$ cat src/rtl/sar_pkg.sv
package sar_pkg;
    localparam int CODE_W  = 10;
    localparam int SHORT_W = 8;
    localparam int PRE_W   = 5;
    localparam int SMP_W   = 2;
    localparam int IDX_W   = $clog2(CODE_W);
    localparam int SCNT_W  = 5;
    localparam logic [IDX_W-1:0] MSB_IDX   = IDX_W'(CODE_W - 1);
    localparam logic [IDX_W-1:0] SHORT_LSB = IDX_W'(CODE_W - SHORT_W);

    typedef enum logic [1:0] {
        PH_IDLE   = 2'd0,
        PH_SAMPLE = 2'd1,
        PH_TRIAL  = 2'd2
    } phase_t;

    typedef struct packed {
        logic             short_mode;
        logic [SMP_W-1:0] smp_sel;
        logic [PRE_W-1:0] pre_div;
    } conv_cfg_t;

    // Sample phase length in conversion clocks: 2, 4, 8, 16
    function automatic logic [SCNT_W-1:0] sample_ticks(input logic [SMP_W-1:0] code);
        return SCNT_W'(2) << code;
    endfunction
endpackage

$ cat src/rtl/sar_prescaler.sv
module sar_prescaler
    import sar_pkg::*;
(
    input  logic             clk,
    input  logic             rst,
    input  logic             clear,
    input  logic [PRE_W-1:0] div,
    output logic             tick
);
    logic [PRE_W-1:0] cnt;
    logic             half;
    logic             wrap;

    assign wrap = (cnt == div);
    assign tick = wrap && half;

    always_ff @(posedge clk) begin
        if (rst || clear) begin
            cnt  <= '0;
            half <= 1'b0;
        end else if (wrap) begin
            cnt  <= '0;
            half <= ~half;
        end else begin
            cnt  <= cnt + 1'b1;
        end
    end


    tick_gap_chk: assert property (@(posedge clk) disable iff (rst) tick |=> !tick)
        else $error("conversion tick on consecutive cycles");

    cnt_range_chk: assert property (@(posedge clk) disable iff (rst) (!clear && wrap) |=> (cnt == '0))
        else $error("prescale counter did not wrap");
endmodule

$ cat src/rtl/sar_sequencer.sv
module sar_sequencer
    import sar_pkg::*;
(
    input  logic             clk,
    input  logic             rst,
    input  logic             start,
    input  logic             abort,
    input  conv_cfg_t        cfg_in,
    input  logic             tick,
    output conv_cfg_t        cfg,
    output logic             load_msb,
    output logic             trial_step,
    output logic             trial_final,
    output logic [IDX_W-1:0] trial_idx,
    output logic             busy,
    output logic             done
);
    phase_t            phase;
    logic [SCNT_W-1:0] smp_cnt;
    logic [SCNT_W-1:0] smp_last;
    logic [IDX_W-1:0]  lsb_idx;

    assign smp_last    = sample_ticks(cfg.smp_sel) - SCNT_W'(1);
    assign lsb_idx     = cfg.short_mode ? SHORT_LSB : '0;
    assign load_msb    = (phase == PH_SAMPLE) && tick && (smp_cnt == smp_last);
    assign trial_step  = (phase == PH_TRIAL) && tick;
    assign trial_final = (trial_idx == lsb_idx);
    assign busy        = (phase != PH_IDLE);

    always_ff @(posedge clk) begin
        if (rst) begin
            phase     <= PH_IDLE;
            cfg       <= '0;
            smp_cnt   <= '0;
            trial_idx <= MSB_IDX;
            done      <= 1'b0;
        end else begin
            done <= 1'b0;
            if (abort) begin
                phase <= PH_IDLE;
            end else if (start) begin
                phase     <= PH_SAMPLE;
                cfg       <= cfg_in;
                smp_cnt   <= '0;
                trial_idx <= MSB_IDX;
            end else begin
                case (phase)
                    PH_SAMPLE: if (tick) begin
                        if (load_msb) begin
                            phase     <= PH_TRIAL;
                            trial_idx <= MSB_IDX;
                        end else begin
                            smp_cnt <= smp_cnt + 1'b1;
                        end
                    end
                    PH_TRIAL: if (tick) begin
                        if (trial_final) begin
                            phase <= PH_IDLE;
                            done  <= 1'b1;
                        end else begin
                            trial_idx <= trial_idx - 1'b1;
                        end
                    end
                    default: ;
                endcase
            end
        end
    end


    done_pulse_chk: assert property (@(posedge clk) disable iff (rst) done |=> !done)
        else $error("done held longer than one cycle");

    done_idle_chk: assert property (@(posedge clk) disable iff (rst) done |-> !busy)
        else $error("busy still high with done");

    abort_idle_chk: assert property (@(posedge clk) disable iff (rst) abort |=> (!busy && !done))
        else $error("abort did not return to idle");

    smp_bound_chk: assert property (@(posedge clk) disable iff (rst) (phase == PH_SAMPLE) |-> (smp_cnt <= smp_last))
        else $error("sample counter past its length");
endmodule

$ cat src/rtl/sar_approx_reg.sv
module sar_approx_reg
    import sar_pkg::*;
(
    input  logic              clk,
    input  logic              rst,
    input  logic              clear,
    input  logic              load_msb,
    input  logic              trial_step,
    input  logic              trial_final,
    input  logic [IDX_W-1:0]  trial_idx,
    input  logic              cmp_hi,
    input  logic              short_mode,
    output logic [CODE_W-1:0] dac_code,
    output logic [CODE_W-1:0] result
);
    localparam logic [CODE_W-1:0] MSB_ONE = CODE_W'(1) << MSB_IDX;

    logic [CODE_W-1:0] next_code;
    logic [IDX_W-1:0]  idx_dn;

    assign idx_dn = trial_idx - IDX_W'(1);

    always_comb begin
        next_code            = dac_code;
        next_code[trial_idx] = cmp_hi;
        if (!trial_final && (trial_idx != '0))
            next_code[idx_dn] = 1'b1;
    end

    always_ff @(posedge clk) begin
        if (rst) begin
            dac_code <= '0;
            result   <= '0;
        end else if (clear) begin
            dac_code <= '0;
        end else if (load_msb) begin
            dac_code <= MSB_ONE;
        end else if (trial_step) begin
            dac_code <= next_code;
            if (trial_final)
                result <= next_code;
        end
    end


    first_trial_chk: assert property (@(posedge clk) disable iff (rst) (load_msb && !clear) |=> (dac_code == MSB_ONE))
        else $error("first trial code is not the MSB alone");

    short_low_chk: assert property (@(posedge clk) disable iff (rst)
        (trial_step && trial_final && short_mode && !clear) |=> (result[1:0] == 2'b00))
        else $error("8-bit result has nonzero low bits");
endmodule

$ cat src/rtl/sar_conv_ctrl.sv
module sar_conv_ctrl
    import sar_pkg::*;
(
    input  logic              clk,
    input  logic              rst,
    input  logic              start,
    input  logic              abort,
    input  logic              short_mode,
    input  logic [SMP_W-1:0]  smp_sel,
    input  logic [PRE_W-1:0]  pre_div,
    input  logic              cmp_hi,
    output logic [CODE_W-1:0] dac_code,
    output logic [CODE_W-1:0] result,
    output logic              done,
    output logic              busy
);
    conv_cfg_t        cfg_in;
    conv_cfg_t        cfg;
    logic             tick;
    logic             load_msb;
    logic             trial_step;
    logic             trial_final;
    logic [IDX_W-1:0] trial_idx;
    logic             clear_dp;

    assign cfg_in   = '{short_mode: short_mode, smp_sel: smp_sel, pre_div: pre_div};
    assign clear_dp = start || abort;

    sar_prescaler u_pre (
        .clk   (clk),
        .rst   (rst),
        .clear (start && !abort),
        .div   (cfg.pre_div),
        .tick  (tick)
    );

    sar_sequencer u_seq (
        .clk         (clk),
        .rst         (rst),
        .start       (start),
        .abort       (abort),
        .cfg_in      (cfg_in),
        .tick        (tick),
        .cfg         (cfg),
        .load_msb    (load_msb),
        .trial_step  (trial_step),
        .trial_final (trial_final),
        .trial_idx   (trial_idx),
        .busy        (busy),
        .done        (done)
    );

    sar_approx_reg u_reg (
        .clk         (clk),
        .rst         (rst),
        .clear       (clear_dp),
        .load_msb    (load_msb),
        .trial_step  (trial_step),
        .trial_final (trial_final),
        .trial_idx   (trial_idx),
        .cmp_hi      (cmp_hi),
        .short_mode  (cfg.short_mode),
        .dac_code    (dac_code),
        .result      (result)
    );
endmodule

$ cat config.mk
export PLATFORM = sky130hd
export DESIGN_NAME = sar_conv_ctrl
export DESIGN_NICKNAME = d
export VERILOG_FILES = /design/src/rtl/sar_pkg.sv /design/src/rtl/sar_prescaler.sv /design/src/rtl/sar_sequencer.sv /design/src/rtl/sar_approx_reg.sv /design/src/rtl/sar_conv_ctrl.sv
export SDC_FILE = /design/constraint.sdc
export NUM_CORES = 1
export LEC_CHECK = 0
export ABC_AREA = 0
export BUFFER_PORTS_ARGS = -buffer_cell sky130_fd_sc_hd__buf_2
export CORE_UTILIZATION = 55
export DETAILED_ROUTE_END_ITERATION = 10
export PLACE_DENSITY = 0.77
export SLEW_MARGIN = 5
export SYNTH_ARGS = -nofsm -noshare
export SYNTH_HDL_FRONTEND = slang
export SYNTH_SLANG_ARGS = --single-unit
$ cat constraint.sdc
create_clock -name clk -period 2.75 [get_ports clk]
set_input_delay 0.6875 -clock clk [delete_from_list [all_inputs] [get_ports clk]]
set_output_delay 0.6875 -clock clk [all_outputs]
set_load 0.1 [all_outputs]
# Word level (Yosys, flattened, before mapping)
# Cells that the tools add are included.
# W data, S select, Z words.
[totals] mem_bits_rw=0 in_bits=13 memories=0 mem_bits_ro=0 latch_bits=0 reg_bits=46
[op_classes] muxes=26 eq_ne=15 add_sub_neg=4 n_reduce_logical=31 n_mul=0 magnitude_cmp=4 bitwise_logic=7 n_div=0 shift=1
[op_table] cell="$mux W10" count=3
[op_table] cell="$mux W4" count=5
[op_table] cell="$mux W5" count=4
[op_table] cell="$add A5 B1 Y5 const B" count=2
[op_table] cell="$bwmux W10" count=1
[op_table] cell="$eq A5 B5 Y1" count=2
[op_table] cell="$lt A4 B5 Y1 const B" count=2
[op_table] cell="$mux W2" count=5
[op_table] cell="$or A10 B10 Y10" count=1
[op_table] cell="$reduce_and A5 Y1" count=2
[op_table] cell="$reduce_bool A2 Y1" count=5
[op_table] cell="$ne A3 B2 Y1 const B" count=3
[op_table] cell="$demux W1 S4" count=2
[op_table] cell="$ge A4 B1 Y1 const B" count=2
[op_table] cell="$logic_and A1 B1 Y1" count=8
[op_table] cell="$pmux W4 S2" count=1
[op_table] cell="$reduce_and A4 Y1" count=2
[op_table] cell="$ne A2 B1 Y1 const B" count=3
[op_table] cell="$ne A3 B3 Y1 const B" count=2
[op_table] cell="$not A1 Y1" count=6
[op_table] cell="$reduce_and A6 Y1" count=1
[op_table] cell="$reduce_or A2 Y1" count=3
[op_table] cell="$reduce_or A3 Y1" count=2
[op_table] cell="$reduce_or A5 Y1" count=1
[op_table] cell="other kinds (14)" count=20

# Depth between registers and ports, before layout
# Gate-level depths: netlist of the first run.
[depth] word_depth=9 ltp_mapped=9 ltp_nobuf=8

# Cells and area by module
# From an unflattened synthesis of the first run, not the netlist that was laid out.
[unflattened] cells_unflattened=288 area_unflattened_um2=2498.6
[by_module_without_submodules] mod="sar_sequencer" area_each_um2=1108.6 cells_per_inst=134 instances=1
[by_module_without_submodules] mod="sar_approx_reg" area_each_um2=1072.3 cells_per_inst=118 instances=1
[by_module_without_submodules] mod="sar_prescaler" area_each_um2=302.8 cells_per_inst=34 instances=1
[by_module_without_submodules] mod="sar_conv_ctrl" area_each_um2=15.0 cells_per_inst=2 instances=1

# Worst setup path after synthesis of the first run
# Ideal clock, no wire load.
[synth_timing] kind="reg-to-reg" start="reg, netlist name u_seq.cfg[5]" end="reg u_seq.trial_idx[1]" stages_incl_launch_ff=8 arrival_time_ps=1865 path_slack_ps=764 setup_ps=121 n_path_buf=1 cell_sequence="dfxtp_1 inv_2 a2111oi_4 o221ai_2 o2bb2ai_2 or3_1 buf_6 mux2_4"
[synth_between] elab_chain_cells=6
[synth_rtl] element="$shl A2 B2 Y5" line_no="sar_pkg.sv:25" text="return SCNT_W'(2) << code;"
[synth_rtl] element="$sub A5 B1 Y5" line_no="sar_sequencer.sv:23" text="assign smp_last = sample_ticks(cfg.smp_sel) - SCNT_W'(1);"
[synth_rtl] element="$eq A5 B5 Y1" line_no="sar_sequencer.sv:25" text="assign load_msb = (phase == PH_SAMPLE) && tick && (smp_cnt == smp_last);"
[synth_rtl] element="$logic_and A1 B1 Y1" line_no="sar_sequencer.sv:25"
[synth_rtl] element="$ne A3 B3 Y1 (no source line)"
[synth_rtl] element="$reduce_and A6 Y1 (no source line)"
[synth_rtl] element="end signal, assigned" line_no="sar_sequencer.sv:61" text="trial_idx <= trial_idx - 1'b1;"
[synth_rtl] element="end, declared" line_no="sar_sequencer.sv:14" text="output logic [IDX_W-1:0] trial_idx,"
# No other way between the ends.
# A chain may end at the register's enable or synchronous reset.

# Worst setup path in the final report of the first run
[layout_timing] start="reg u_seq.trial_idx[2]" end="reg u_reg.result[7]"
[layout_between] elab_chain_cells=7 elab_cells_between_ends=19 cone_classes="add/sub (1); order compare (4); eq/ne (1); mux (6); bitwise (1); reduce/logical (6)"
[layout_rtl] element="$sub A4 B1 Y4 (tied with other cells)" line_no="sar_approx_reg.sv:21" text="assign idx_dn = trial_idx - IDX_W'(1);"
[layout_rtl] element="$lt A4 B5 Y1 (not written as such) (tied with other cells)" line_no="sar_approx_reg.sv:27" text="next_code[idx_dn] = 1'b1;"
[layout_rtl] element="$logic_and A1 B1 Y1 (not written as such) / $mux W1 (equally long branches)" line_no="sar_approx_reg.sv:27, sar_approx_reg.sv:25"
[layout_rtl] element="$mux W1 (not written as such) / $demux W1 S4 (equally long branches)"
[layout_rtl] element="$demux W1 S4 / $bwmux W10 (equally long branches)"
[layout_rtl] element="$or A10 B10 Y10 (no source line)"
[layout_rtl] element="$mux W10" line_no="sar_approx_reg.sv:26" text="if (!trial_final && (trial_idx != '0))"
[layout_rtl] element="end signal, assigned" line_no="sar_approx_reg.sv:41" text="result <= next_code;"
[layout_rtl] element="end, declared" line_no="sar_approx_reg.sv:14" text="output logic [CODE_W-1:0] result"
# Parallel ways exist; a longest one is shown, timed or not.

==> results of run 1 <==
-- cell families (layout without fill, tap and decap cells) --
group,after synthesis,count (layout)
simple gates,122,122
compound gates,56,56
flops,46,46
buf+inv,25,54
mux,20,20
xor+xnor,13,13
fa+ha+maj,8,8
-- area by class of cell --
class	count	area [um2]
Fill cell	399	1590
Multi-Input combinational cell	219	1460
Sequential cell	46	921
Timing Repair Buffer	36	185
Clock buffer	6	82.6
Tap cell	52	65.1
Inverter	10	37.5
Clock inverter	2	12.5
-- per-layer routing --
metal / GRT usage (%) / wire (um)
met1: 31.4 / 2600
met2: 35.8 / 2350
met3: 4.65 / 194
met4: 9.75 / 68
met5: 0 / 0
-- report_power, final --
part	internal (uW)	switching (uW)
Sequential	678	11.1
Combinational	43.9	66.5
Clock	202	235
Total	924	313
-- stage by stage --
step / instance area (um2) / power [uW]
after CTS: 2760 / 1250
after floorplan: 2490 / 788
after global placement: 2670 / 812
final: 2760 / 1240
after detailed placement: 2670 / 815
after global routing: 2760 / 1290
-- synthesized netlist by cell type, types with 2 or more instances --
library cell and number:
sky130_fd_sc_hd__dfxtp_1 46, sky130_fd_sc_hd__nor2_1 33, sky130_fd_sc_hd__nand2_1 32, sky130_fd_sc_hd__a21oi_1 23
sky130_fd_sc_hd__mux2i_1 14, sky130_fd_sc_hd__nor3_1 10, sky130_fd_sc_hd__a211oi_1 9, sky130_fd_sc_hd__clkbuf_1 9
sky130_fd_sc_hd__inv_1 9, sky130_fd_sc_hd__xor2_1 9, sky130_fd_sc_hd__ha_1 8, sky130_fd_sc_hd__nand3_1 8
sky130_fd_sc_hd__o21ai_0 8, sky130_fd_sc_hd__nand2b_1 7, sky130_fd_sc_hd__nor2b_1 5, sky130_fd_sc_hd__mux2_2 4
sky130_fd_sc_hd__xnor2_1 4, sky130_fd_sc_hd__buf_1 3, sky130_fd_sc_hd__nand3b_1 3, sky130_fd_sc_hd__a311oi_1 2
sky130_fd_sc_hd__and2_1 2, sky130_fd_sc_hd__and3_1 2, sky130_fd_sc_hd__buf_6 2, sky130_fd_sc_hd__mux2_4 2
sky130_fd_sc_hd__nor3b_1 2, sky130_fd_sc_hd__nor4_1 2, sky130_fd_sc_hd__o21a_1 2, sky130_fd_sc_hd__o22ai_1 2
sky130_fd_sc_hd__o31ai_1 2, sky130_fd_sc_hd__or2_2 2, sky130_fd_sc_hd__or3_1 2
-- state kept, by name, summed over array words and instances, names as in the netlist --
| signal | flops |
|---|---|
| u_reg.dac_code | 10 |
| u_reg.result | 10 |
| u_seq.smp_cnt | 5 |
| u_seq.trial_idx | 4 |
| u_seq.cfg | 8 |
| u_pre.cnt | 5 |
| u_seq.phase | 2 |
| u_seq.done | 1 |
| u_pre.half | 1 |
-- how the worst min path moves through the flow --
stage | start | to | cells past startpoint | slack (ns)
floorplan | u_pre.cnt[0] | u_pre.cnt[0] | 1 | 0.44
global placement | u_seq.cfg[1] | u_seq.cfg[1] | 2 | 0.46
detailed placement | u_pre.cnt[0] | u_pre.cnt[0] | 1 | 0.47
CTS | u_seq.cfg[7] | u_seq.cfg[7] | 2 | 0.48
global route | u_seq.cfg[1] | u_seq.cfg[1] | 2 | 0.50
finish | u_seq.cfg[1] | u_seq.cfg[1] | 2 | 0.48
-- critical path: cells and delay by family (launching register included) --
kind            cells  cell delay [ns]
buf+inv             1             0.28
compound gates      1             0.22
flops               1             0.46
simple gates        4             1.15
==> summary.txt, run 1 <==
Drt
  • Antenna-violating nets left: 0
  • Iteration count of the initial detailed-routing pass: 4
  • Avg WL per Cell: between 10 and 15 um
  • Violation count after the first detailed-routing iteration: 72
  • Total length of routed wires: 5.21 mm
  • DRC violation count after routing: 0
  • Vias after detailed routing: slightly above 2k
  • Ratio of routed vias to standard cells: ~5.6

Synth
  • Register bit total from synthesis: 46
  • Sequential-to-total area share from yosys stat: between 30% and 40%
  • Post-Synth XOR/XNOR Area: around 4.6%
  • Post-synthesis simple-gate area fraction: 26.1%
  • Share of synthesized area spent on multiplexers: roughly 8.6%
  • Cells after Synth: 290
  • Count of warnings emitted by yosys: 0
  • Top area cells in the synthesized netlist: sky130_fd_sc_hd__dfxtp_1 37%, sky130_fd_sc_hd__mux2i_1 5.6%, sky130_fd_sc_hd__nor2_1 5.0%, sky130_fd_sc_hd__nand2_1 4.8%, sky130_fd_sc_hd__a21oi_1 4.6%
  • Number of distinct standard cells referenced by the synthesized netlist: 53
  • Post-synthesis compound-gate area fraction: 15.3%
  • Synthesized area per cell: 8.59 um2
  • Largest family of logic cells by synthesized area: simple AND/OR/NAND/NOR gates
  • Largest area contributor in the synthesized netlist: sky130_fd_sc_hd__dfxtp_1
  • Portion of synthesized cell area occupied by the leading cell type: 37.0%
  • Number of enable flip-flop cells after synthesis: 0
  • Post-synthesis adder-cell area fraction: 4.02%
  • Netlist area before placement: between 2000 and 2500 um2
  • Ys flop type: sky130_fd_sc_hd__dfxtp_1
  • Post-synthesis net count: slightly above 300
  • Share of flip-flops with an asynchronous set or reset after synthesis: 0%

Critical path
  • Most prevalent standard cell on the critical path: sky130_fd_sc_hd__nor2_1
  • Worst-path cell with the longest stage delay: sky130_fd_sc_hd__nor4_4
  • Worst R2R Start: u_seq.trial_idx[2]
  • Setup slack, reg-to-reg: 0.55 ns
  • Critical Path Start: u_seq.trial_idx[2]
  • Critical Path Fanout Max: 15
  • Critical path data arrival time: 2.43 ns
  • Kind of start point of the critical path: flop
  • Critical Path End: u_reg.result[7]
  • Worst EP required: about 3.0 ns
  • Critical setup path kind: flop to flop
  • Sequence of cells on the critical path: nor2_1, nand3_1, nor4_4, buf_4, nor2_1, a311oi_1
  • Slowest Stage Delay on Critical Path: between 0.4 and 0.5 ns
  • Terminus of the critical flop-to-flop path: u_reg.result[7]
  • Type of element capturing the critical path: flop
  • Reg2reg path depth: 6

Timing
  • Clock Skews: around 0.0065 ns
  • Headroom to the max-slew limit: a little under three fifths
  • Number of setup violations in the final report: 0
  • Number of slew-limit violations in the final report: 0
  • Hold violation total from the final report: 0
  • Maximum clock frequency: ~450 MHz
  • RSZ-0062 raised after global routing: false
  • Total Neg Setup Slack: 0 ns
  • Final critical delay including setup and external delays: 2.20 ns
  • Slew of the pin with the lowest slew margin: 0.646 ns
  • Worst hold margin: 0.476 ns
  • Setup slack after layout: 0.546 ns
  • Period Utilization, post-route: about four fifths

Worst hold path
  • Hold/Removal Path Class: flop to flop

Clocking
  • Clock Root Buffer: sky130_fd_sc_hd__clkbuf_8
  • Maximum number of buffers from clock root to sink: 2
  • Clk slew on worst S/H paths: roughly 0.090 ns
  • Sinks on Clock Net: 46
  • TritonCTS clock tree: built
  • Post-CTS Hold Fix Bufs: 0
  • Total CTS buffers: 5
  • Post-CTS setup repair buffer count: 0
  • Skew-Pair Late Insertion Delay: ~0.30 ns
  • Post-cts resize count: 0
  • Number of H-tree branching levels: 2

Layout
  • Leading cell type in the layout, fill and taps excluded: sky130_fd_sc_hd__dfxtp_1
  • Diodes inserted: 0
  • Leading cell types in the layout, fill and taps excluded: 46 x sky130_fd_sc_hd__dfxtp_1, 34 x sky130_fd_sc_hd__buf_2, 33 x sky130_fd_sc_hd__nor2_1, 32 x sky130_fd_sc_hd__nand2_1, 23 x sky130_fd_sc_hd__a21oi_1
  • Layout Cells excl Fill: around 370
  • Post-layout util: between 60% and 70%
  • Area added between synthesis and finish: 10.9%
  • Total number of nets in the final design: ~340
  • Layout cell share with drive strength beyond 1: between 15 and 20%

Global route
  • Global-route wire length before repair: roughly 9 mm
  • Global-route usage over all layers: 23.2%
  • Maximum number of pins on one net before global-route repair: 34
  • Vias in the first global route: between 1.5k and 2k
  • Initial antenna violation count: 0
  • Final global-route overflow total: 0

Placement
  • Post-place setup slack: about 0.55 ns
  • Number of input and output port buffers inserted: 34
  • Instance count after placement with tap cells included: between 300 and 400
  • Detailed Place HPWL: approximately 3.8 mm
  • Global placer's final weighted congestion: about 0.96

Floorplanning
  • Floorplan die width: between 60 and 70 um
  • Boundary Pins: 35
  • Die Y-Extent: approximately 69 um
  • Row count: 24
  • Total die area: between 4000 and 5000 um2
  • Initial core utilization: a little under three fifths
  • CORE AREA: roughly 4400 um2

Status
  • Run status: completed

Pwr
  • Peak supply drop: between 0.0003 and 0.0004 V
  • Power per cell area: about 450 nW/um2
  • Standby leakage power: between 0.001 and 0.0015 uW

Job
  • MaxCap Viol Count: 0
No activity file was read; power rests on OpenSTA's default activity.
==> inputs of run 2 (changes only) <==
Settings changed: CORE_UTILIZATION 55 to 51, PLACE_DENSITY 0.77 to 0.75.
Clock period 2.75 ns to 1.79 ns, I/O delays scaled along.
==> run 2 against run 1 <==
Effect of this change: the flow now finishes with violations (setup timing); combinational power increased by 130%; hold slack got worse by 0.11 ns; core utilization increased by 12 points; first-iteration DRC count increased by 120%; critical endpoint is now u_seq.trial_idx[2]; highest routed layer unchanged.
==> summary.txt, run 2 (synthesis gave the netlist of run 1 again) <==
Status
  • Run status: finished with violations
  • Failing checks: setup timing

Drt
  • Ratio of routed vias to standard cells: 5.46 (-2.0%)
  • Violation count after the first detailed-routing iteration: 157 (+120%)
  • Iteration count of the initial detailed-routing pass: 4 (unchanged)
  • Antenna-violating nets left: 0 (unchanged)
  • Avg WL per Cell: 15.6 um (+11%)
  • Total length of routed wires: 6.88 mm (+32%)
  • Vias after detailed routing: 2409 (+16%)
  • DRC violation count after routing: 0 (unchanged)

Critical path
  • Worst EP required: 1.99 ns (-0.98 ns)
  • Type of element capturing the critical path: flop
  • Sequence of cells on the critical path: xor2_1, nor3_4, nor4b_4, o2bb2ai_2, or3_4, mux2_4
  • Slowest Stage Delay on Critical Path: 0.37 ns (-0.11 ns)
  • Worst path top cell family by delay: simple AND/OR/NAND/NOR gates
  • Critical path data arrival time: 2.09 ns (-0.34 ns)
  • Worst-path cell with the longest stage delay: sky130_fd_sc_hd__or3_4
  • Setup slack, reg-to-reg: -0.10 ns (-0.65 ns)
  • Critical setup path kind: flop to flop
  • Critical Path Fanout Max: 3 (-12)
  • Kind of start point of the critical path: flop
  • Count of buffering cells on the critical path with inverters included: 0 (-1)

Global route
  • Initial antenna violation count: 0 (unchanged)
  • Vias in the first global route: 2211 (+12%)
  • Global-route wire length before repair: 10.1 mm (+12%)
  • Final global-route overflow total: 0 (unchanged)
  • Global-route usage over all layers: 24.9% (+1.8 points)
  • Maximum number of pins on one net before global-route repair: 19 (-44%)

Floorplanning
  • Die Y-Extent: 71.9 um (+3.7%)
  • Total die area: 5170 um2 (+7.6%)
  • Floorplan die width: 71.9 um (+3.7%)
  • Boundary Pins: 35 (unchanged)
  • Row count: 25 (+4.2%)
  • CORE AREA: 4720 um2 (+8.5%)
  • Initial core utilization: 52.7% (-4.5 points)

Clocking
  • Number of H-tree branching levels: 2 (unchanged)
  • Post-CTS Hold Fix Bufs: 0 (unchanged)
  • Total CTS buffers: 5 (unchanged)
  • Maximum number of buffers from clock root to sink: 2 (unchanged)
  • Sinks on Clock Net: 46 (unchanged)
  • Skew-Pair Late Insertion Delay: 0.30 ns (about the same)
  • TritonCTS clock tree: built
  • Clk slew on worst S/H paths: 0.10 ns (about the same)
  • Clock Root Buffer: sky130_fd_sc_hd__clkbuf_8

Timing
  • Number of setup violations in the final report: 21 (+21)
  • Clock Skews: 0.00626 ns (-0.000201 ns)
  • Maximum clock frequency: 529 MHz (+17%)
  • Headroom to the max-slew limit: 67.4% (+11 points)
  • Setup slack after layout: -0.102 ns (-0.647 ns)
  • RSZ-0062 raised after global routing: true
  • Final critical delay including setup and external delays: 1.89 ns (-0.313 ns)
  • Period Utilization, post-route: 106% (+26 points)
  • Number of slew-limit violations in the final report: 0 (unchanged)
  • Total Neg Setup Slack: -1.25 ns (-1.25 ns)
  • Slew of the pin with the lowest slew margin: 0.492 ns (-0.155 ns)
  • Hold violation total from the final report: 0 (unchanged)
  • Worst hold margin: 0.363 ns (-0.113 ns)

Placement
  • Post-place setup slack: -0.192 ns (-0.745 ns)
  • Global placer's final weighted congestion: 0.921 (-4.2%)
  • Detailed Place HPWL: 4.29 mm (+13%)
  • Instance count after placement with tap cells included: 423 (+17%)
  • Number of input and output port buffers inserted: 34 (unchanged)

Layout
  • Diodes inserted: 0 (unchanged)
  • Area added between synthesis and finish: 42.6%
  • Layout Cells excl Fill: 441 (+19%)
  • Leading cell types in the layout, fill and taps excluded: 47 x sky130_fd_sc_hd__buf_4, 36 x sky130_fd_sc_hd__dfxtp_1, 33 x sky130_fd_sc_hd__buf_2, 31 x sky130_fd_sc_hd__nand2_1, 30 x sky130_fd_sc_hd__nor2_1
  • Total number of nets in the final design: 394 (+16%)
  • Post-layout util: 75.2% (+12 points)
  • Largest registers: u_reg.dac_code: 10 flops, u_reg.result: 10 flops, u_seq.cfg: 8 flops
  • Layout cell share with drive strength beyond 1: 45.2% (+25 points)
  • Leading cell type in the layout, fill and taps excluded: sky130_fd_sc_hd__buf_4

Worst hold path
  • Hold/Removal Path Class: input pin to flop

Pwr
  • Standby leakage power: 0.00148 uW (+30%)
  • Power per cell area: 600 nW/um2 (+34%)
  • Peak supply drop: 0.000402 V (+17%)

Job
  • MaxCap Viol Count: 0 (unchanged)
## run 2: changes by cell type in the layout (fill, tap and decap cells not counted), moves of 4 or more
cell,previous run,this run
sky130_fd_sc_hd__buf_4,2,47
sky130_fd_sc_hd__a21oi_1,23,13
sky130_fd_sc_hd__dfxtp_1,46,36
sky130_fd_sc_hd__dfxtp_2,0,10
sky130_fd_sc_hd__a21oi_2,0,9
sky130_fd_sc_hd__buf_6,0,7
sky130_fd_sc_hd__a211oi_1,9,4
sky130_fd_sc_hd__a211oi_2,0,5
sky130_fd_sc_hd__xor2_1,9,5
## run 2: worst reg2reg max path, stage by stage (launching register included)
cell                        delay (ns)
sky130_fd_sc_hd__dfxtp_1          0.34
sky130_fd_sc_hd__xor2_1           0.20
sky130_fd_sc_hd__nor3_4           0.21
sky130_fd_sc_hd__nor4b_4          0.26
sky130_fd_sc_hd__o2bb2ai_2        0.09
sky130_fd_sc_hd__or3_4            0.37
sky130_fd_sc_hd__mux2_4           0.32
## run 2: final timing paths
kind	to	start	cells past startpoint
min	u_seq.cfg[2]	pre_div[2]	3
max	u_seq.trial_idx[2]	u_seq.cfg[0]	6
min reg2reg	u_seq.cfg[7]	u_seq.cfg[7]	2
max reg2reg	u_seq.trial_idx[2]	u_seq.cfg[0]	6
## run 2: repair_timing
action,CTS,global route
endpoints found under the hold margin,0,0
buffers inserted,4,2
gates resized for setup,30,34
setup endpoints to repair,26,29
pin swaps,14,11
cloned,1,3
## run 2: final cells by class
class / count / area [um2]
sequential: 46 / 933
inverter: 10 / 37.5
timing repair buffer: 91 / 687
multi-input combinational: 219 / 1690
clock buffer: 5 / 68.8
clock inverter: 3 / 47.5
fill: 299 / 1170
tap: 67 / 83.8
## run 2: stage by stage
stage               power [uW]  cell area, um2
global route              2210            3550
finish                    2130            3550
detailed placement        1290            3050
floorplan                 1210            2510
global placement          1280            3050
CTS                       2120            3340
## run 2: per-layer routing
| layer | track usage, % | routed length [um] | up-vias |
|---|---|---|---|
| met5 | 0 | 0 | - |
| met4 | 8.71 | 122 | 0 |
| met3 | 4.03 | 236 | 13 |
| met2 | 41.4 | 3380 | 68 |
| met1 | 33.0 | 3150 | 1152 |
| li1 | - | - | 1176 |
## run 2: power breakdown
part           switching [uW]  leakage (uW)  internal, uW
clock network             392     0.0000591           427
registers                18.4      0.000376          1040
logic                     135       0.00104           117
total                     545       0.00148          1590
